==> src/rtl/scw_pkg.sv <==
package scw_pkg;
  localparam int unsigned SCW_ADDR_W = 2;

  typedef enum logic [SCW_ADDR_W-1:0] {
    SCW_LOWER  = 2'd0,
    SCW_UPPER  = 2'd1,
    SCW_STATUS = 2'd2,
    SCW_SPARE  = 2'd3
  } scw_addr_e;
endpackage

==> src/rtl/scw_regs.sv <==
module scw_regs
  import scw_pkg::*;
#(
  parameter int unsigned DATA_W = 32,
  parameter int unsigned SL_W   = 16
) (
  input  logic                  clk_i,
  input  logic                  rst_i,
  input  logic                  wr_en_i,
  input  logic [SCW_ADDR_W-1:0] wr_addr_i,
  input  logic [DATA_W-1:0]     wr_data_i,
  output logic [SL_W-1:0]       lo_bound_o,
  output logic [SL_W-1:0]       hi_bound_o,
  output logic                  cmp_en_o,
  output logic                  clr_req_o
);
  localparam int unsigned EN_POS = DATA_W - 1;

  scw_addr_e sel;
  assign sel = scw_addr_e'(wr_addr_i);

  logic [SL_W-1:0] lo_q, hi_q;
  logic            en_q;

  always_ff @(posedge clk_i) begin
    if (rst_i) begin
      lo_q <= '0;
      hi_q <= '0;
      en_q <= 1'b0;
    end else if (wr_en_i) begin
      case (sel)
        SCW_LOWER: begin
          lo_q <= wr_data_i[SL_W-1:0];
          en_q <= wr_data_i[EN_POS];
        end
        SCW_UPPER: hi_q <= wr_data_i[SL_W-1:0];
        default: ;
      endcase
    end
  end

  assign clr_req_o  = wr_en_i && (sel == SCW_STATUS) && wr_data_i[0];
  assign lo_bound_o = lo_q;
  assign hi_bound_o = hi_q;
  assign cmp_en_o   = en_q;

  logic unused_data;
  assign unused_data = ^wr_data_i[EN_POS-1:SL_W];

  // the spare address leaves the window configuration untouched
  assert_spare_ignored_R10: assert property (@(posedge clk_i) disable iff (rst_i)
    (wr_en_i && wr_addr_i == 2'd3) |=> ($stable(lo_q) && $stable(hi_q) && $stable(en_q)));

  // an upper-bound write lands in the upper field only
  assert_upper_load_R2: assert property (@(posedge clk_i) disable iff (rst_i)
    (wr_en_i && wr_addr_i == 2'd1) |=> (hi_q == $past(wr_data_i[SL_W-1:0]) && $stable(lo_q)));
endmodule

==> src/rtl/scw_compare.sv <==
module scw_compare #(
  parameter int unsigned SL_W = 16
) (
  input  logic [SL_W-1:0] scanline_i,
  input  logic [SL_W-1:0] lo_bound_i,
  input  logic [SL_W-1:0] hi_bound_i,
  input  logic            cmp_en_i,
  output logic            hit_o
);
  logic above_lo, below_hi;

  always_comb begin
    above_lo = (scanline_i >= lo_bound_i);
    below_hi = (scanline_i <= hi_bound_i);
    hit_o    = cmp_en_i && above_lo && below_hi;
  end
endmodule

==> src/rtl/scw_event.sv <==
module scw_event (
  input  logic clk_i,
  input  logic rst_i,
  input  logic hit_i,
  input  logic frame_start_i,
  input  logic clr_req_i,
  output logic event_o,
  output logic status_o
);
  logic armed_q, event_q, status_q;
  logic fire;

  assign fire = hit_i && (armed_q || frame_start_i);

  always_ff @(posedge clk_i) begin
    if (rst_i) begin
      armed_q  <= 1'b1;
      event_q  <= 1'b0;
      status_q <= 1'b0;
    end else begin
      event_q <= fire;
      if (fire)               armed_q <= 1'b0;
      else if (frame_start_i) armed_q <= 1'b1;
      if (fire)               status_q <= 1'b1;
      else if (clr_req_i)     status_q <= 1'b0;
    end
  end

  assign event_o  = event_q;
  assign status_o = status_q;

  // without a new frame strobe, a pulse is never followed by another
  assert_single_pulse_R4: assert property (@(posedge clk_i) disable iff (rst_i)
    (event_q && !frame_start_i) |=> !event_q);

  // the sticky bit is present whenever the event is
  assert_status_with_event_R8: assert property (@(posedge clk_i) disable iff (rst_i)
    event_q |-> status_q);

  // a clear without a coinciding event drops the status
  assert_clear_effect_R8: assert property (@(posedge clk_i) disable iff (rst_i)
    (clr_req_i && !hit_i) |=> !status_q);

  // an event beats a simultaneous clear
  assert_set_wins_R9: assert property (@(posedge clk_i) disable iff (rst_i)
    (clr_req_i && hit_i && frame_start_i) |=> (status_q && event_q));
endmodule

==> src/rtl/scanline_window_event.sv <==
module scanline_window_event
  import scw_pkg::*;
#(
  parameter int unsigned DATA_W = 32,
  parameter int unsigned SL_W   = 16
) (
  input  logic                  clk_i,
  input  logic                  rst_i,
  input  logic                  wr_en_i,
  input  logic [SCW_ADDR_W-1:0] wr_addr_i,
  input  logic [DATA_W-1:0]     wr_data_i,
  input  logic [SL_W-1:0]       scanline_i,
  input  logic                  frame_start_i,
  output logic                  event_o,
  output logic                  status_o
);
  logic [SL_W-1:0] lo_bound, hi_bound;
  logic            cmp_en, clr_req, hit;

  scw_regs #(.DATA_W(DATA_W), .SL_W(SL_W)) u_regs (
    .clk_i      (clk_i),
    .rst_i      (rst_i),
    .wr_en_i    (wr_en_i),
    .wr_addr_i  (wr_addr_i),
    .wr_data_i  (wr_data_i),
    .lo_bound_o (lo_bound),
    .hi_bound_o (hi_bound),
    .cmp_en_o   (cmp_en),
    .clr_req_o  (clr_req)
  );

  scw_compare #(.SL_W(SL_W)) u_compare (
    .scanline_i (scanline_i),
    .lo_bound_i (lo_bound),
    .hi_bound_i (hi_bound),
    .cmp_en_i   (cmp_en),
    .hit_o      (hit)
  );

  scw_event u_event (
    .clk_i         (clk_i),
    .rst_i         (rst_i),
    .hit_i         (hit),
    .frame_start_i (frame_start_i),
    .clr_req_i     (clr_req),
    .event_o       (event_o),
    .status_o      (status_o)
  );

  // an event only follows a sample taken with the enable set
  assert_gate_R6: assert property (@(posedge clk_i) disable iff (rst_i)
    event_o |-> $past(cmp_en));

  // an event only follows a sample with a non-empty window
  assert_order_R7: assert property (@(posedge clk_i) disable iff (rst_i)
    event_o |-> $past(lo_bound <= hi_bound));

  // an event only follows a sample inside the bounds
  assert_inside_R3: assert property (@(posedge clk_i) disable iff (rst_i)
    event_o |-> ($past(scanline_i) >= $past(lo_bound) && $past(scanline_i) <= $past(hi_bound)));
endmodule

==> config.mk <==
export PLATFORM = sky130hd
export DESIGN_NAME = scanline_window_event
export DESIGN_NICKNAME = d
export VERILOG_FILES = /design/src/rtl/scw_pkg.sv /design/src/rtl/scw_regs.sv /design/src/rtl/scw_compare.sv /design/src/rtl/scw_event.sv /design/src/rtl/scanline_window_event.sv
export SDC_FILE = /design/constraint.sdc
export NUM_CORES = 1
export LEC_CHECK = 0
export ABC_AREA = 1
export BUFFER_PORTS_ARGS = -buffer_cell sky130_fd_sc_hd__buf_2
export CAP_MARGIN = 0
export CORE_UTILIZATION = 45
export CTS_CLUSTER_SIZE = 8
export DETAILED_ROUTE_END_ITERATION = 10
export PLACE_DENSITY = 0.7
export SLEW_MARGIN = 20
export SYNTH_ARGS = -nofsm -noshare
export SYNTH_HDL_FRONTEND = slang
export SYNTH_SLANG_ARGS = --single-unit
export TNS_END_PERCENT = 10
==> constraint.sdc <==
create_clock -name clk_i -period 1.95 [get_ports clk_i]
set_clock_uncertainty 0.15 [all_clocks]
set_input_delay 0.0975 -clock clk_i [delete_from_list [all_inputs] [get_ports clk_i]]
set_output_delay 0.0975 -clock clk_i [all_outputs]
set_load 0.01 [all_outputs]
After elaboration in Yosys (flattened, before gate mapping)
Index checks and enable logic that the tools add are counted.
{ "totals": {"ff_bits": 36, "output_inout_bits": 2} }
{ "classes": {"magnitude_cmp": 2, "eq_ne": 2, "mux": 4, "reduce_logical": 11} }
{ "ops": {"columns": ["op", "count"], "rows": [
  ["$ge A16 B16 Y1", 1],
  ["$le A16 B16 Y1", 1],
  ["$logic_and A1 B1 Y1", 5],
  ["$mux W1", 4],
  ["$reduce_and A2 Y1", 2],
  ["$reduce_bool A2 Y1", 2],
  ["$eq A2 B1 Y1 const B", 1],
  ["$eq A2 B2 Y1 const B", 1],
  ["$logic_not A2 Y1", 1],
  ["$logic_or A1 B1 Y1", 1]
]} }

Depth between registers and ports, before layout
{ "logic_depth": {"word_depth": 5, "ltp_mapped": 15, "mapped_depth_nobuf": 15} }

Cells and area by module
From an unflattened synthesis, not the netlist that was laid out.
{ "unflattened": {"cells_unflattened": 374, "area_unflattened_um2": 2453.6} }
{ "modules_own_cells": {"columns": ["module", "instances", "cells_each", "area_per_inst_um2"], "rows": [
  ["scw_regs", 1, 217, 1470.2],
  ["scw_compare", 1, 142, 870.8],
  ["scw_event", 1, 15, 112.6]
]} }

Worst setup path before layout
Ideal clock, no wire load.
{ "synth_timing": {"kind": "register to register", "startpoint": "register u_regs.hi_q[5], in the netlist u_regs.hi_bound_o[5]", "endpoint": "register u_event.armed_q", "arrival_time_ns": 1.194, "path_slack_ns": 0.482, "stages_incl_launch_ff": 13, "n_path_buf": 0, "period_less_slack_ns": 1.468, "path_cell_list": "dfxtp_1 inv_1 ha_1 a21oi_1 nor2_1 nor2_1 nand2_1 nand2_1 nand2_1 nand2_1 nand3_1 nand2_1 nand2_1"} }
{ "synth_via": {"elab_chain_cells": 4} }
{ "synth_lines": {"columns": ["element", "line_no", "text"], "rows": [
  ["start, declared", "scw_regs.sv:22", "logic [SL_W-1:0] lo_q, hi_q;"],
  ["start signal, assigned", "scw_regs.sv:36", "SCW_UPPER: hi_q <= wr_data_i[SL_W-1:0];"],
  ["$le A16 B16 Y1 *", "scw_compare.sv:14", "below_hi = (scanline_i <= hi_bound_i);"],
  ["$logic_and A1 B1 Y1 *", "scw_compare.sv:15", "hit_o = cmp_en_i && above_lo && below_hi;"],
  ["$logic_and A1 B1 Y1 *", "scw_event.sv:13", "assign fire = hit_i && (armed_q || frame_start_i);"],
  ["$mux W1 or $reduce_bool A2 Y1 (tied branches)", null, null],
  ["end signal, assigned", "scw_event.sv:17", "armed_q <= 1'b1;"],
  ["end signal, assigned", "scw_event.sv:22", "if (fire) armed_q <= 1'b0;"],
  ["end signal, assigned", "scw_event.sv:23", "else if (frame_start_i) armed_q <= 1'b1;"],
  ["end, declared", "scw_event.sv:10", "logic armed_q, event_q, status_q;"]
]} }
Every way passes the cells marked *; elsewhere a longest branch is shown, timed or not.
A chain may end at the register's enable or synchronous reset.

Worst setup path in the final report
{ "layout_timing": {"startpoint": "register u_regs.hi_q[11], in the netlist u_regs.hi_bound_o[11]", "endpoint": "register u_event.armed_q"} }
The elaborated chain is that of the path after synthesis.

==> flow_summary.toml <==
[clock_network]
cts.sinks = 36
post_cts_buffers = 0
root_buffer = "clkbuf_8"
cts_tree = "done"
clk_path_buf_depth = 2
cts-htree-levels = 2
cts_buffers = 5
clk_pin_slew_ps = 70
clock_latency_ps = 290
cts_resized = 0

[power]
ir_worst_vdd_v = 0.000355
power_per_cell_area_mw_per_mm2 = 649
p_comb_share_pct = 20.5
swShare_pct = 27.4
netSwitchingPower_uw = 460
p_leak_uw = 0.00120
p_int_uw = 1220
power.share.clock_pct = 33.0
pwr-share-seq_pct = 46.6

[layout]
multi_input_area_mm2 = 0.00111
finalInstanceArea_mm2 = 0.00259
drive_gt1_share_pct = 17.4
final_nets = 418
regArea_um2 = 721
synthToLayoutAreaGrowth_pct = 26.3
antenna_cells = 0
fill_cells = 408

[worst_setup_path]
crit_type = "register to register"
rr_startpoint = "u_regs.hi_bound_o[11]$_SDFFE_PP0P_"
cp.required_ps = 1970
critPathMaxFanout = 3
start_kind = "register"
arrival_ps = 1670
r2r_slack_ps = 300
end_kind = "register"
r2r-end = "u_event.armed_q$_SDFFE_PP1P_"
reg2regPathDepth = 10

[logic_synthesis]
syn_inst = 271
ys_seq_elements = 36
async_flop_share_pct = 0
yosysWarningCount = 0
synth_top_flop_cell = "dfxtp_1"
ys_seq_area_share_pct = 35.1
synth_cell_types = 22
synth.cell_area_mm2 = 0.00205
synth_edf_count = 0
synth.avg_cell_area_um2 = 7.57
synth_nets = 357

[detailed_routing]
wl_per_cell_um = 11.2
drtPass1Iterations = 5
antenna_left = 0
num_vias = 1872
drt-total-wl_mm = 4.30
drtIter0Drc = 53
drc = 0
viasPerCell = 4.86

[placed_design]
dpl.hpwl_mm = 3.11
post-place-ws_ps = 282
placement.io_buffers = 40
placed_area_mm2 = 0.00230
gp_congestion = 0.751

[sta]
finalHoldViolCount = 0
worst_pin_slew_ps = 520
setup_violations = 0
slew_violations = 0
min_period_ps = 1650
final.setup.worst_slack_ps = 296
timing.fmax_ghz = 0.605
period_share_pct = 84.8
maxSlewHeadroom_pct = 65.3
rsz0062_at_grt = "no"
setup_tns_ps = 0

[floorplan]
initial_core_util_pct = 47.1
fp-row-count = 24
die_height_um = 69.5
die_w_um = 69.5
core_area_mm2 = 0.00435
io_pins = 56
fp.dieArea_mm2 = 0.00483

[worst_hold_path]
min_from = "wr_en_i"
hold_path_end = "u_event.status_o$_SDFFE_PP0P_"
holdPathStages = 4
min_path_type = "primary input to register"

[grt]
grt_max_degree = 36
grt_pass1_vias = 1744
grt_usage_pct = 19.1
grt-ovfl-total = 0
antenna_found_initial = 0
grt_pass1_wl_mm = 7.38

[status]
status = "finished clean"

[run]
drv_cap = 0
[through the flow]
step,total power [µW],utilization (%),hold slack (ps),instances
4_1_cts,1700,59.5,7.62,385
2_1_floorplan,1010,-,96.2,271
3_3_place_gp,1100,52.8,197,357
3_5_place_dp,1110,52.8,197,357
6_report,1680,59.5,9.96,385
5_1_grt,1770,59.5,34.1,385
[area by class of cell]
| cell class | instances | share of cell area (%) |
|---|---|---|
| Tap cell | 52 | 2.51 |
| Sequential cell | 36 | 27.8 |
| Inverter | 47 | 6.81 |
| Timing Repair Buffer | 63 | 16.3 |
| Clock buffer | 8 | 3.48 |
| Multi-Input combinational cell | 179 | 43.0 |
[power groups by stage]
stage	Sequential [µW]	Combinational (µW)	Clock, µW
finish	782	344	554
global route	785	402	586
CTS	782	348	567
detailed placement	799	314	0
global placement	797	305	0
floorplan	796	215	0
[how the worst max path moves through the flow]
| stage | endpoint | slack, ps | cells after the start | start |
|---|---|---|---|---|
| floorplan | u_event.armed_q$_SDFFE_PP1P_ | 480 | 12 | u_regs.hi_bound_o[5]$_SDFFE_PP0P_ |
| global placement | u_event.armed_q$_SDFFE_PP1P_ | 350 | 10 | u_regs.hi_bound_o[11]$_SDFFE_PP0P_ |
| detailed placement | u_event.armed_q$_SDFFE_PP1P_ | 280 | 10 | u_regs.hi_bound_o[13]$_SDFFE_PP0P_ |
| CTS | u_event.armed_q$_SDFFE_PP1P_ | 280 | 10 | u_regs.hi_bound_o[13]$_SDFFE_PP0P_ |
| global route | u_event.armed_q$_SDFFE_PP1P_ | 120 | 13 | u_regs.lo_bound_o[3]$_SDFFE_PP0P_ |
| finish | u_event.armed_q$_SDFFE_PP1P_ | 300 | 10 | u_regs.hi_bound_o[11]$_SDFFE_PP0P_ |
[synthesized netlist by cell type (4+ instances only)]
master | number | area (µm²)
ha_1 | 32 | 400
clkbuf_1 | 4 | 15.0
inv_1 | 44 | 165
nand3_1 | 5 | 25.0
dfxtp_1 | 36 | 721
buf_2 | 4 | 20.0
nor2_1 | 16 | 60.1
o21ai_1 | 30 | 150
nand2_1 | 36 | 135
o21ai_0 | 5 | 25.0
a21oi_1 | 42 | 210
[placed cells by master (no fill, tap or decap)]
cell and count:
nand2_2 2, nor3_1 1, ha_1 32, nand4_1 3
nor3_2 1, nand3_2 1, o21ai_1 30, nand3_1 5
o21ai_0 5, o21bai_1 2, a21o_1 1, dlygate4sd3_1 20
nor2_1 16, a21oi_1 42, clkbuf_1 2, nand2_1 36
buf_2 40, inv_1 44, o21a_2 1, inv_2 3
nand4_4 1, clkbuf_8 6, dfxtp_1 36, buf_4 3
[flip-flops by register name, summed over array words and instances (netlist names)]
signal and cells:
u_regs.hi_bound_o 16, u_event.status_o 1, u_regs.lo_bound_o 16, u_event.armed_q 1, u_regs.cmp_en_o 1, u_event.event_o 1
[routing by layer]
metal | wire, µm | part of all wire, % | vias to the layer above | track usage, %
li1 | - | - | 1011 | -
met1 | 2010 | 47 | 819 | 21.4
met2 | 2060 | 48 | 37 | 35.5
met3 | 183 | 4.3 | 5 | 4.51
met4 | 53 | 1.2 | 0 | 5.44
met5 | 0 | 0 | - | 0
[cells by family after synthesis]
kind of cell / synth area share, %
adder cells (fa/ha/maj): 19.5
AO/OA/AOI/OAI: 20.3
AND/OR/NAND/NOR: 14.5
flip-flops: 35.1
buffers and inverters: 10.5
[what timing repair did]
| action | CTS | global route |
|---|---|---|
| hold endpoints to repair | 35 | 0 |
| setup endpoints to repair | 0 | 0 |
| hold buffers | 20 | 0 |
[critical path, stage by stage (launching register included)]
cell and delay, ps:
dfxtp_1 310, inv_1 50, ha_1 310, a21oi_1 170, nand2_1 80, a21oi_1 160
nand2_1 70, nand2_1 80, nand3_1 70, nand2_1 60, nand2_1 40
Power figures use the tool's default switching activity.
